==> src/rtl/pit_pkg.sv <==
package pit_pkg;
   typedef enum logic [1:0] {
      ACC_NONE = 2'b00,
      ACC_LO   = 2'b01,
      ACC_HI   = 2'b10,
      ACC_LOHI = 2'b11
   } acc_e;

   localparam logic [2:0] MODE_RATE = 3'd2;
   localparam logic [1:0] CMD_ADDR  = 2'd3;

   typedef struct packed {
      logic [1:0] sel;
      acc_e       acc;
      logic [2:0] mode;
      logic       bcd;
   } cmd_t;
endpackage

==> src/rtl/pit_dec.sv <==
module pit_dec #(
   parameter int CNT_W = 16
) (
   input  logic [CNT_W-1:0] val,
   input  logic             bcd,
   output logic [CNT_W-1:0] nxt
);
   localparam int NDIG = CNT_W / 4;

   logic [NDIG:0]      borrow;
   logic [CNT_W-1:0]   dec_bcd;
   logic [CNT_W-1:0]   dec_bin;

   assign borrow[0] = 1'b1;
   assign dec_bin   = val - 1'b1;

   for (genvar d = 0; d < NDIG; d++) begin : g_dig
      logic [3:0] nib;
      assign nib = val[4*d +: 4];
      assign dec_bcd[4*d +: 4] = !borrow[d] ? nib :
                                 (nib == 4'd0) ? 4'd9 : nib - 4'd1;
      assign borrow[d+1] = borrow[d] & (nib == 4'd0);
   end

   assign nxt = bcd ? dec_bcd : dec_bin;
endmodule

==> src/rtl/pit_bus_if.sv <==
module pit_bus_if
   import pit_pkg::*;
#(
   parameter int NUM_CNT = 3,
   parameter int DATA_W  = 8
) (
   input  logic              bus_cs,
   input  logic              bus_rd,
   input  logic              bus_wr,
   input  logic [1:0]        bus_addr,
   input  logic [DATA_W-1:0] bus_wdata,
   output logic [NUM_CNT-1:0] cmd_we,
   output logic [NUM_CNT-1:0] data_we,
   output logic [NUM_CNT-1:0] rd_stb
);
   cmd_t cmd;
   assign cmd = cmd_t'(bus_wdata[7:0]);

   for (genvar i = 0; i < NUM_CNT; i++) begin : g_ch
      assign cmd_we[i]  = bus_cs && bus_wr && (bus_addr == CMD_ADDR) &&
                          (cmd.sel == 2'(i)) && (cmd.acc != ACC_NONE);
      assign data_we[i] = bus_cs && bus_wr && (bus_addr == 2'(i));
      assign rd_stb[i]  = bus_cs && bus_rd && (bus_addr == 2'(i));
   end
endmodule

==> src/rtl/pit_counter.sv <==
module pit_counter
   import pit_pkg::*;
#(
   parameter int CNT_W  = 16,
   parameter int DATA_W = 8
) (
   input  logic              clk,
   input  logic              rst_n,
   input  logic              cmd_we,
   input  logic              data_we,
   input  logic              rd_stb,
   input  logic [DATA_W-1:0] wdata,
   input  logic              tick,
   input  logic              gate,
   output logic [DATA_W-1:0] rd_byte,
   output logic              out,
   output logic [CNT_W-1:0]  cnt_o,
   output logic              armed_o,
   output logic              pend_o,
   output logic              rate_o
);
   cmd_t               cmd;
   acc_e               acc_q;
   logic [2:0]         mode_q;
   logic               bcd_q;
   logic               wr_hi_q, rd_hi_q;
   logic [DATA_W-1:0]  lsb_q;
   logic [CNT_W-1:0]   init_q, cnt_q, cnt_dec;
   logic               pend_q, armed_q, out_q, gate_q;
   logic               is_rate;

   assign cmd     = cmd_t'(wdata[7:0]);
   assign is_rate = (mode_q == MODE_RATE);

   pit_dec #(.CNT_W(CNT_W)) i_dec (
      .val (cnt_q),
      .bcd (bcd_q),
      .nxt (cnt_dec)
   );

   always_ff @(posedge clk or negedge rst_n) begin
      if (!rst_n) begin
         acc_q   <= ACC_LOHI;
         mode_q  <= MODE_RATE;
         bcd_q   <= 1'b0;
         wr_hi_q <= 1'b0;
         rd_hi_q <= 1'b0;
         lsb_q   <= '0;
         init_q  <= '0;
         cnt_q   <= '0;
         pend_q  <= 1'b0;
         armed_q <= 1'b0;
         out_q   <= 1'b1;
         gate_q  <= 1'b0;
      end else begin
         gate_q <= gate;
         if (cmd_we) begin
            acc_q   <= cmd.acc;
            mode_q  <= cmd.mode;
            bcd_q   <= cmd.bcd;
            wr_hi_q <= 1'b0;
            rd_hi_q <= 1'b0;
            pend_q  <= 1'b0;
            armed_q <= 1'b0;
            out_q   <= (cmd.mode == MODE_RATE);
         end else begin
            if (tick) begin
               if (pend_q) begin
                  cnt_q   <= init_q;
                  pend_q  <= 1'b0;
                  armed_q <= 1'b1;
                  out_q   <= is_rate;
               end else if (armed_q && gate) begin
                  if (is_rate) begin
                     if (cnt_q == CNT_W'(1)) begin
                        cnt_q <= init_q;
                        out_q <= 1'b1;
                     end else begin
                        cnt_q <= cnt_dec;
                        out_q <= (cnt_q != CNT_W'(2));
                     end
                  end else begin
                     cnt_q <= cnt_dec;
                     if (cnt_q == CNT_W'(1)) out_q <= 1'b1;
                  end
               end
            end
            if (data_we) begin
               unique case (acc_q)
                  ACC_LO: begin
                     init_q <= {{(CNT_W-DATA_W){1'b0}}, wdata};
                     pend_q <= 1'b1;
                  end
                  ACC_HI: begin
                     init_q <= {wdata, {DATA_W{1'b0}}};
                     pend_q <= 1'b1;
                  end
                  ACC_LOHI: begin
                     if (!wr_hi_q) begin
                        lsb_q   <= wdata;
                        wr_hi_q <= 1'b1;
                     end else begin
                        init_q  <= {wdata, lsb_q};
                        pend_q  <= 1'b1;
                        wr_hi_q <= 1'b0;
                     end
                  end
                  default: ;
               endcase
            end
            if (rd_stb && acc_q == ACC_LOHI) rd_hi_q <= !rd_hi_q;
            if (is_rate && armed_q && gate && !gate_q) pend_q <= 1'b1;
            if (is_rate && !gate) out_q <= 1'b1;
         end
      end
   end

   always_comb begin
      unique case (acc_q)
         ACC_HI:   rd_byte = cnt_q[CNT_W-1 -: DATA_W];
         ACC_LOHI: rd_byte = rd_hi_q ? cnt_q[CNT_W-1 -: DATA_W] : cnt_q[DATA_W-1:0];
         default:  rd_byte = cnt_q[DATA_W-1:0];
      endcase
   end

   assign out     = out_q;
   assign cnt_o   = cnt_q;
   assign armed_o = armed_q;
   assign pend_o  = pend_q;
   assign rate_o  = is_rate;
endmodule

==> src/rtl/prog_interval_timer.sv <==
module prog_interval_timer
   import pit_pkg::*;
#(
   parameter int NUM_CNT = 3,
   parameter int DATA_W  = 8,
   parameter int CNT_W   = 16
) (
   input  logic               clk,
   input  logic               rst_n,
   input  logic               bus_cs,
   input  logic               bus_rd,
   input  logic               bus_wr,
   input  logic [1:0]         bus_addr,
   input  logic [DATA_W-1:0]  bus_wdata,
   output logic [DATA_W-1:0]  bus_rdata,
   input  logic [NUM_CNT-1:0] tick,
   input  logic [NUM_CNT-1:0] gate,
   output logic [NUM_CNT-1:0] cnt_out
);
   localparam int FLAT_W = NUM_CNT * CNT_W;

   if (DATA_W != 8) begin : g_bad_data
      $error("command encoding needs an 8-bit port");
   end
   if (CNT_W != 2 * DATA_W) begin : g_bad_cnt
      $error("count must be exactly two port bytes wide");
   end
   if (NUM_CNT < 1 || NUM_CNT > 3) begin : g_bad_num
      $error("two address bits leave room for one to three channels");
   end

   logic [NUM_CNT-1:0] cmd_we, data_we, rd_stb;
   logic [NUM_CNT-1:0] ch_armed, ch_pend, ch_rate;
   logic [FLAT_W-1:0]  ch_cnt;
   logic [DATA_W-1:0]  ch_byte [NUM_CNT];

   pit_bus_if #(.NUM_CNT(NUM_CNT), .DATA_W(DATA_W)) i_bus (
      .bus_cs    (bus_cs),
      .bus_rd    (bus_rd),
      .bus_wr    (bus_wr),
      .bus_addr  (bus_addr),
      .bus_wdata (bus_wdata),
      .cmd_we    (cmd_we),
      .data_we   (data_we),
      .rd_stb    (rd_stb)
   );

   for (genvar i = 0; i < NUM_CNT; i++) begin : g_ch
      pit_counter #(.CNT_W(CNT_W), .DATA_W(DATA_W)) i_cnt (
         .clk     (clk),
         .rst_n   (rst_n),
         .cmd_we  (cmd_we[i]),
         .data_we (data_we[i]),
         .rd_stb  (rd_stb[i]),
         .wdata   (bus_wdata),
         .tick    (tick[i]),
         .gate    (gate[i]),
         .rd_byte (ch_byte[i]),
         .out     (cnt_out[i]),
         .cnt_o   (ch_cnt[i*CNT_W +: CNT_W]),
         .armed_o (ch_armed[i]),
         .pend_o  (ch_pend[i]),
         .rate_o  (ch_rate[i])
      );
   end

   always_comb begin
      bus_rdata = '0;
      for (int i = 0; i < NUM_CNT; i++) begin
         if (rd_stb[i]) bus_rdata = ch_byte[i];
      end
   end
endmodule

==> config.mk <==
export PLATFORM = sky130hd
export DESIGN_NAME = prog_interval_timer
export DESIGN_NICKNAME = d
export VERILOG_FILES = /design/src/rtl/pit_pkg.sv /design/src/rtl/pit_dec.sv /design/src/rtl/pit_bus_if.sv /design/src/rtl/pit_counter.sv /design/src/rtl/prog_interval_timer.sv
export SDC_FILE = /design/constraint.sdc
export NUM_CORES = 1
export LEC_CHECK = 0
export BUFFER_PORTS_ARGS = -buffer_cell sky130_fd_sc_hd__buf_2
export CAP_MARGIN = 0
export CORE_ASPECT_RATIO = 0.7
export CORE_MARGIN = 10
export CORE_UTILIZATION = 63
export DETAILED_ROUTE_END_ITERATION = 16
export HOLD_SLACK_MARGIN = 0.08
export PLACE_DENSITY_LB_ADDON = 0.15
export SLEW_MARGIN = 15
export SYNTH_ARGS = -nofsm -noshare
export SYNTH_HDL_FRONTEND = slang
export SYNTH_SLANG_ARGS = --single-unit
==> constraint.sdc <==
create_clock -name clk -period 2.6 [get_ports clk]
set_input_delay 0.13 -clock clk [delete_from_list [all_inputs] [get_ports clk]]
set_output_delay 0.13 -clock clk [all_outputs]
set_load 0.02 [all_outputs]
==> load_flow_metrics.sql, run 1 <==
INSERT INTO impl_metrics (metric_group, metric, value, unit) VALUES
('logic_synthesis', 'most_common_library_cells_after_synthesis', 'sky130_fd_sc_hd__dfrtp_1, sky130_fd_sc_hd__nand2_1, sky130_fd_sc_hd__nor2_1', ''),
('clock_tree', 'cts_inserted_buffers', '17', ''),
('worst_setup_path', 'cp.arrival', '2.36', 'ns'),
('worst_setup_path', 'crit_path_start_kind', 'flop', ''),
('cells_and_area', 'fin_nets', '1111', ''),
('logic_synthesis', 'synth_top_cell_area_share', '39.0', '%'),
('route', 'detail_route.iter0.violations', '984', ''),
('worst_setup_path', 'worstPathCellList', 'inv_1 > ha_4 > or2_4 > o21ai_0 > a22oi_1 > o22a_1 > o21ai_0 > buf_2', ''),
('sta', 'finalHoldWorstSlack', '0.105', 'ns'),
('sta', 'clock-skew-final', '0.00709', 'ns'),
('sta', 'max_freq', '401', 'MHz'),
('floorplan', 'core.rowCount', '36', ''),
('global_routing', 'initial_antenna_violation_count', '0', ''),
('sta', 'period_minus_slack', '2.49', 'ns'),
('sta', 'number_of_failing_hold_endpoints_at_the_final_stage', '0', ''),
('sta', 'final_min_period_over_clock_period', '95.9', '%'),
('sta', 'pin_slew_with_the_least_headroom_to_its_limit', '0.848', 'ns'),
('route', 'route.final.wire_length', '27.4', 'mm'),
('cells_and_area', 'final_cells', '1274', ''),
('route', 'drt-vias-per-instance', '6.72', ''),
('global_routing', 'grt_pass1_wl', '44.5', 'mm'),
('global_routing', 'grt_start_max_net_pins', '68', ''),
('sta', 'postLayoutSetupSlackWorst', '0.106', 'ns'),
('status', 'outcome', 'complete, no violations', ''),
('route', 'dr_total_vias', '8558', ''),
('logic_synthesis', 'synth_area_leaders', 'sky130_fd_sc_hd__dfrtp_1, sky130_fd_sc_hd__mux2_2, sky130_fd_sc_hd__a21oi_1, sky130_fd_sc_hd__o21ai_0, sky130_fd_sc_hd__mux2i_1', ''),
('logic_synthesis', 'synthMostInstantiatedCell', 'sky130_fd_sc_hd__dfrtp_1', ''),
('floorplan', 'dieHeight', '121', 'µm'),
('route', 'met3_wirelength', '2.96', 'mm'),
('route', 'detail_route.first_pass.iterations', '6', ''),
('clock_tree', 'htreeDepth', '4', ''),
('pwr', 'vdd_ir_drop_max', '0.582', 'mV'),
('logic_synthesis', 'synth_flop_cell', 'sky130_fd_sc_hd__dfrtp_1', ''),
('placement', 'preCtsSetupSlack', '0.220', 'ns'),
('floorplan', 'die_x', '165', 'µm'),
('clock_tree', 'clk-insertion-delay-late', '0.44', 'ns'),
('cells_and_area', 'post_route_cells_drive_above_1_share', '20.1', '%'),
('clock_tree', 'tritoncts_clock_tree', 'yes', ''),
('placement', 'placedInstanceArea', '9800', 'µm²'),
('placement', 'place.port_buffers', '31', ''),
('cells_and_area', 'final_design_area_no_fill', '10500', 'µm²'),
('clock_tree', 'cts_sinks', '156', ''),
('hold_path', 'worstHoldPathType', 'in -> reg', ''),
('logic_synthesis', 'number_of_unique_standard_cell_types_used_by_synthesis', '71', ''),
('global_routing', 'vias_in_the_first_global_route', '8049', ''),
('floorplan', 'core_area', '14100', 'µm²'),
('logic_synthesis', 'post_synth_inst_count', '1034', ''),
('route', 'met2_wirelength', '11.8', 'mm'),
('flow_run', 'cap_viol_max_count', '0', ''),
('placement', 'place_inst', '1233', ''),
('worst_setup_path', 'critical_path_buf_inv_count', '2', ''),
('clock_tree', 'clk_path_buf_depth', '2', ''),
('sta', 'setup_viol', '0', ''),
('logic_synthesis', 'synthDominantAreaCellType', 'sky130_fd_sc_hd__dfrtp_1', ''),
('clock_tree', 'clkSlewWorstSetupHoldPaths', '0.06', 'ns'),
('worst_setup_path', 'critPathCaptureType', 'output port', ''),
('pwr', 'cellPowerDensity', '1090', 'nW/µm²'),
('placement', 'gpl_congestion', '0.978', ''),
('logic_synthesis', 'sequential_cell_area_fraction_in_the_yosys_report', '42.4', '%'),
('logic_synthesis', 'postSynth.asyncResetShare', '100', '%'),
('route', 'drt_drc_violations_left', '0', ''),
('logic_synthesis', 'synth_edf_count', '0', ''),
('floorplan', 'start_util', '65.4', '%'),
('logic_synthesis', 'cell_area_synth', '9250', 'µm²'),
('clock_tree', 'clk_root_buffer_cell', 'sky130_fd_sc_hd__clkbuf_16', ''),
('logic_synthesis', 'synth_warnings', '0', ''),
('global_routing', 'grt.overflow.total', '0', ''),
('worst_setup_path', 'cp.required', '2.47', 'ns'),
('cells_and_area', 'antenna_cells_inserted', '0', ''),
('logic_synthesis', 'syn_avg_cell_area', '8.95', 'µm²'),
('worst_setup_path', 'timing.critical_path.fanout_max', '9', '');
==> kinds of logic (layout without fill, tap and decap cells) <==
| group | count (synthesis) | count (layout) | synth area share (%) |
|---|---|---|---|
| compound gates | 306 | 306 | 21.1 |
| xor+xnor | 2 | 2 | 0.189 |
| fa+ha+maj | 19 | 19 | 2.57 |
| buf+inv | 122 | 172 | 5.38 |
| flops | 156 | 156 | 42.4 |
| mux | 80 | 80 | 9.21 |
| simple gates | 349 | 349 | 19.2 |
==> routing by layer <==
layer,GRT usage (%),vias to the layer above
met2,41.2,481
met5,0,-
met1,40.3,4132
met3,6.24,87
li1,-,3858
met4,8.77,0
==> layout by cell type, fill, tap and decap left out, types with 5 or more instances in the layout <==
cell	n
sky130_fd_sc_hd__nor2b_1	5
sky130_fd_sc_hd__o211ai_1	5
sky130_fd_sc_hd__o22ai_1	10
sky130_fd_sc_hd__mux2i_1	39
sky130_fd_sc_hd__nor3_1	20
sky130_fd_sc_hd__o2bb2ai_1	11
sky130_fd_sc_hd__and3_1	5
sky130_fd_sc_hd__dfrtp_1	144
sky130_fd_sc_hd__or2_2	9
sky130_fd_sc_hd__a31oi_1	5
sky130_fd_sc_hd__ha_1	15
sky130_fd_sc_hd__o21ai_0	80
sky130_fd_sc_hd__nand3_1	49
sky130_fd_sc_hd__nand4b_1	10
sky130_fd_sc_hd__a22oi_1	43
sky130_fd_sc_hd__or3_1	10
sky130_fd_sc_hd__a2bb2oi_1	12
sky130_fd_sc_hd__inv_6	5
sky130_fd_sc_hd__a21oi_1	81
sky130_fd_sc_hd__mux2_2	41
sky130_fd_sc_hd__buf_4	65
sky130_fd_sc_hd__inv_1	35
sky130_fd_sc_hd__nor3b_1	7
sky130_fd_sc_hd__nor4_1	11
sky130_fd_sc_hd__nand4_1	7
sky130_fd_sc_hd__a221oi_1	7
sky130_fd_sc_hd__buf_2	30
sky130_fd_sc_hd__nand2_1	92
sky130_fd_sc_hd__nor2_1	88
sky130_fd_sc_hd__clkbuf_16	17
sky130_fd_sc_hd__dlygate4sd3_1	7
sky130_fd_sc_hd__a21o_1	9
sky130_fd_sc_hd__dfstp_2	12
sky130_fd_sc_hd__or4_1	6
==> timing repair <==
item,CTS,global route
hold endpoints to repair,66,0
setup buffers,0,2
gates cloned,0,0
setup endpoints to repair,8,10
resized for setup,5,8
pin swaps,0,1
hold buffers,7,0
==> final cells by class <==
cell class / instances / area [µm²]
Clock buffer: 18 / 439
Multi-Input combinational cell: 756 / 4900
Tap cell: 190 / 238
Inverter: 35 / 131
Fill cell: 1049 / 3610
Clock inverter: 14 / 159
Sequential cell: 156 / 3920
Timing Repair Buffer: 105 / 751
==> registers in the layout, summed over array words and instances (netlist names) <==
register,flops
g_ch.i_cnt.cnt_o,48
g_ch.i_cnt.init_q,48
g_ch.i_cnt.lsb_q,24
g_ch.i_cnt.mode_q,9
g_ch.i_cnt.acc_q,6
g_ch.i_cnt.armed_o,3
g_ch.i_cnt.bcd_q,3
g_ch.i_cnt.gate_q,3
g_ch.i_cnt.out,3
g_ch.i_cnt.pend_o,3
g_ch.i_cnt.rd_hi_q,3
g_ch.i_cnt.wr_hi_q,3
==> report_power, final <==
part	leakage (nW)	switching, mW	total (mW)	internal, mW
Combinational	2.50	2.46	4.41	1.95
Sequential	1.88	1.08	4.54	3.46
Clock	0.294	1.09	2.55	1.46
Total	4.67	4.63	11.5	6.87
==> through the flow <==
step                      TNS [ns]  utilization [%]
after global routing       -0.0283             74.5
after global placement           0             69.3
after detailed placement         0             69.3
after CTS                        0             74.1
after floorplan                  0                -
final                            0             74.5
==> path summary, 6_finish.rpt <==
| kind | from | end | slack [ns] | depth (start not counted) |
|---|---|---|---|---|
| max in group asynchronous | rst_n | g_ch[0].i_cnt.acc_q[1] | 1.57 | 3 |
| min in group asynchronous | rst_n | g_ch[2].i_cnt.init_q[13] | 0.26 | 2 |
| setup / recovery | g_ch[2].i_cnt.acc_q[0] | bus_rdata[1] | 0.11 | 8 |
| setup reg to reg | g_ch[2].i_cnt.cnt_o[4] | g_ch[2].i_cnt.cnt_o[10] | 0.11 | 5 |
| hold reg to reg | g_ch[0].i_cnt.mode_q[1] | g_ch[0].i_cnt.mode_q[1] | 0.46 | 2 |
| hold / removal | bus_wdata[7] | g_ch[1].i_cnt.init_q[15] | 0.10 | 3 |
==> worst register-to-register path, cell delays in order, from the launching register on <==
cell                      delay, ns
sky130_fd_sc_hd__dfrtp_1       0.44
sky130_fd_sc_hd__or4_1         0.66
sky130_fd_sc_hd__nor4_4        0.39
sky130_fd_sc_hd__a21o_1        0.43
sky130_fd_sc_hd__o21ai_0       0.16
sky130_fd_sc_hd__a211o_1       0.30
No activity file was read; power rests on OpenSTA's default activity.
==> run 2: changes to the inputs <==
--- a/config.mk
+++ b/config.mk
@@ -6,13 +6,14 @@
 export NUM_CORES = 1
 export LEC_CHECK = 0
 export BUFFER_PORTS_ARGS = -buffer_cell sky130_fd_sc_hd__buf_2
-export CAP_MARGIN = 0
 export CORE_ASPECT_RATIO = 0.7
 export CORE_MARGIN = 10
 export CORE_UTILIZATION = 63
+export CTS_BUF_LIST = sky130_fd_sc_hd__clkbuf_8 sky130_fd_sc_hd__clkbuf_16
 export DETAILED_ROUTE_END_ITERATION = 16
 export HOLD_SLACK_MARGIN = 0.08
 export PLACE_DENSITY_LB_ADDON = 0.15
+export RECOVER_POWER = 50
 export SLEW_MARGIN = 15
 export SYNTH_ARGS = -nofsm -noshare
 export SYNTH_HDL_FRONTEND = slang
==> run 2 against run 1 <==
Against the previous run:
- the run now ends with capacitance limit, slew limit left
- fmax down 0.82%
- combinational power hardly changed
- via count fell by 0.53%
- worst setup slack worse by 0.021 ns
- sequential power is essentially flat
- die area did not move
- wire length is 0.51% higher
==> load_flow_metrics.sql, run 2 (synthesized netlist as in run 1, its figures left out) <==
INSERT INTO impl_metrics (metric_group, metric, value, unit) VALUES
('status', 'outcome', 'complete, but fails checks', ''),
('status', 'violations', 'capacitance limit, slew limit', ''),
('cells_and_area', 'layout_commonest_cell', 'sky130_fd_sc_hd__dfrtp_1', ''),
('sta', 'slew_viol_final', '68', ''),
('sta', 'final_min_period_over_clock_period', '96.7', '%'),
('sta', 'clock-skew-final', '0.00921', 'ns'),
('route', 'antenna_violating_nets_post_route', '0', ''),
('cells_and_area', 'final_cells', '1274', ''),
('route', 'route.final.wire_length', '27.5', 'mm'),
('route', 'detail_route.iter0.violations', '1191', ''),
('placement', 'gpl_congestion', '0.978', ''),
('clock_tree', 'clk_path_buf_depth', '2', ''),
('hold_path', 'worstHoldPathType', 'in -> reg', ''),
('placement', 'place.port_buffers', '31', ''),
('global_routing', 'grt.overflow.total', '0', ''),
('sta', 'pin_slew_with_the_least_headroom_to_its_limit', '1.70', 'ns'),
('pwr', 'cellPowerDensity', '1100', 'nW/µm²'),
('pwr', 'vdd_ir_drop_max', '0.585', 'mV'),
('sta', 'fin_setup_tns', '0', 'ns'),
('hold_path', 'hold_path_cells', '3', ''),
('clock_tree', 'clk_root_buffer_cell', 'sky130_fd_sc_hd__clkbuf_16', ''),
('clock_tree', 'cts_inserted_buffers', '17', ''),
('route', 'detail_route.first_pass.iterations', '6', ''),
('worst_setup_path', 'slack_of_the_worst_reg_to_reg_path', '0.09', 'ns'),
('worst_setup_path', 'cp.required', '2.92', 'ns'),
('worst_setup_path', 'cp.arrival', '2.83', 'ns'),
('hold_path', 'hold_start', 'bus_wdata[7]', ''),
('clock_tree', 'tritoncts_clock_tree', 'yes', ''),
('floorplan', 'die_x', '165', 'µm'),
('floorplan', 'core.rowCount', '36', ''),
('global_routing', 'grt_start_max_net_pins', '68', ''),
('cells_and_area', 'most_frequent_cells_in_the_layout', 'sky130_fd_sc_hd__dfrtp_1, sky130_fd_sc_hd__nand2_1, sky130_fd_sc_hd__nor2_1, sky130_fd_sc_hd__a21oi_1, sky130_fd_sc_hd__o21ai_0', ''),
('cells_and_area', 'fin_nets', '1111', ''),
('worst_setup_path', 'timing.critical_path.fanout_max', '13', ''),
('flow_run', 'cap_viol_max_count', '1', ''),
('worst_setup_path', 'critPathCaptureType', 'flop', ''),
('worst_setup_path', 'r2r_start', 'g_ch[2].i_cnt.cnt_o[1]', ''),
('sta', 'number_of_failing_hold_endpoints_at_the_final_stage', '0', ''),
('worst_setup_path', 'timing.rr.end', 'g_ch[2].i_cnt.cnt_o[10]', ''),
('floorplan', 'design.die.area', '20000', 'µm²'),
('worst_setup_path', 'r2r_cells', '7', ''),
('sta', 'slew_headroom', '-13.6', '%'),
('sta', 'period_minus_slack', '2.51', 'ns'),
('cells_and_area', 'areaGrowthSynthToFinish', '13.4', '%'),
('clock_tree', 'clkSlewWorstSetupHoldPaths', '0.07', 'ns'),
('global_routing', 'grt_pass1_wl', '44.5', 'mm'),
('clock_tree', 'clk-insertion-delay-late', '0.44', 'ns'),
('worst_setup_path', 'critical_path_class', 'reg -> reg', ''),
('placement', 'place_inst', '1233', ''),
('hold_path', 'worst_hold_path_endpoint', 'g_ch[1].i_cnt.init_q[15]', ''),
('cells_and_area', 'post_route_cells_drive_above_1_share', '19.5', '%'),
('sta', 'max_freq', '398', 'MHz'),
('global_routing', 'vias_in_the_first_global_route', '8049', ''),
('placement', 'dp_hpwl', '19.2', 'mm'),
('clock_tree', 'cts_sinks', '156', ''),
('worst_setup_path', 'crit_path_start_kind', 'flop', ''),
('route', 'drt_drc_violations_left', '0', ''),
('sta', 'setup_viol', '0', ''),
('global_routing', 'gr-usage-all-layers', '28.1', '%'),
('cells_and_area', 'antenna_cells_inserted', '0', ''),
('global_routing', 'initial_antenna_violation_count', '0', ''),
('floorplan', 'ioPinCount', '32', ''),
('pwr', 'power.leakage', '4.64', 'nW'),
('route', 'drt-vias-per-instance', '6.68', ''),
('route', 'routed_length_per_placed_instance', '21.6', 'µm'),
('clock_tree', 'htreeDepth', '4', ''),
('route', 'dr_total_vias', '8513', ''),
('floorplan', 'start_util', '65.4', '%'),
('floorplan', 'core_area', '14100', 'µm²'),
('floorplan', 'dieHeight', '121', 'µm');
run 2: cell types whose count changed in the layout (fill, tap and decap cells not counted):
cell and change:
sky130_fd_sc_hd__buf_12 -1, sky130_fd_sc_hd__clkbuf_4 +1, sky130_fd_sc_hd__buf_6 -1, sky130_fd_sc_hd__clkbuf_2 +4, sky130_fd_sc_hd__clkbuf_1 +7, sky130_fd_sc_hd__buf_2 -4
sky130_fd_sc_hd__buf_4 -6
run 2: how the worst max path moves through the flow:
stage                           start                 endpoint  slack, ns  cells after the start
6_report       g_ch[2].i_cnt.cnt_o[1]  g_ch[2].i_cnt.cnt_o[10]       0.09                      7
5_1_grt        g_ch[2].i_cnt.cnt_o[1]  g_ch[2].i_cnt.cnt_o[10]      -0.03                      7
4_1_cts        g_ch[0].i_cnt.acc_q[1]             bus_rdata[1]       0.01                      8
3_5_place_dp   g_ch[2].i_cnt.cnt_o[4]  g_ch[2].i_cnt.cnt_o[10]       0.22                      5
3_3_place_gp   g_ch[2].i_cnt.cnt_o[4]  g_ch[2].i_cnt.cnt_o[10]       0.27                      5
2_1_floorplan  g_ch[0].i_cnt.acc_q[1]   g_ch[0].i_cnt.lsb_q[0]       0.29                      7
run 2: layout make-up:
class                   instances  area (µm²)
clock inverters                14         159
repair buffers                105         708
clock buffers                  18         439
inverters                      35         131
multi-input cells             756        4900
fillers                      1063        3650
flip-flops and latches        156        3920
well taps                     190         238
run 2: per-layer routing:
metal,track usage (%),share of wire (%),vias to the layer above
li1,-,-,3841
met1,40.3,44,4108
met2,41.2,43,492
met3,6.24,10,72
met4,8.77,2.6,0
met5,0,0,-
run 2: timing repair:
action                                 CTS  global route
endpoints found under the hold margin   66             0
pin swaps                                0             1
hold buffers                             7             0
setup endpoints to repair                8            10
cloned                                   0             0
buffers inserted                         0             2
gates resized for setup                  5             8
run 2: worst max-delay path: stages (launching register included):
cell                      delay, ns
sky130_fd_sc_hd__dfrtp_1       0.42
sky130_fd_sc_hd__inv_1         0.14
sky130_fd_sc_hd__ha_1          0.21
sky130_fd_sc_hd__nor4b_1       0.41
sky130_fd_sc_hd__and2_1        0.33
sky130_fd_sc_hd__a21o_1        0.42
sky130_fd_sc_hd__o21ai_0       0.16
sky130_fd_sc_hd__a211o_1       0.30
run 2: stage by stage:
stage | util [%] | hold slack (ns) | cell area [µm²] | setup WS [ns] | total power [mW]
global route | 74.2 | 0.122 | 10500 | -0.0283 | 12.2
finish | 74.2 | 0.0979 | 10500 | 0.0854 | 11.5
floorplan | - | -0.166 | 9250 | 0.290 | 7.28
CTS | 74.1 | 0.0892 | 10500 | 0.0103 | 11.3
global placement | 69.3 | 0.179 | 9800 | 0.270 | 8.58
detailed placement | 69.3 | 0.170 | 9800 | 0.220 | 8.70
run 2: where the power goes:
part	internal, mW	total [mW]	switching [mW]
Sequential	3.46	4.54	1.09
Clock	1.46	2.55	1.09
Combinational	1.94	4.40	2.46
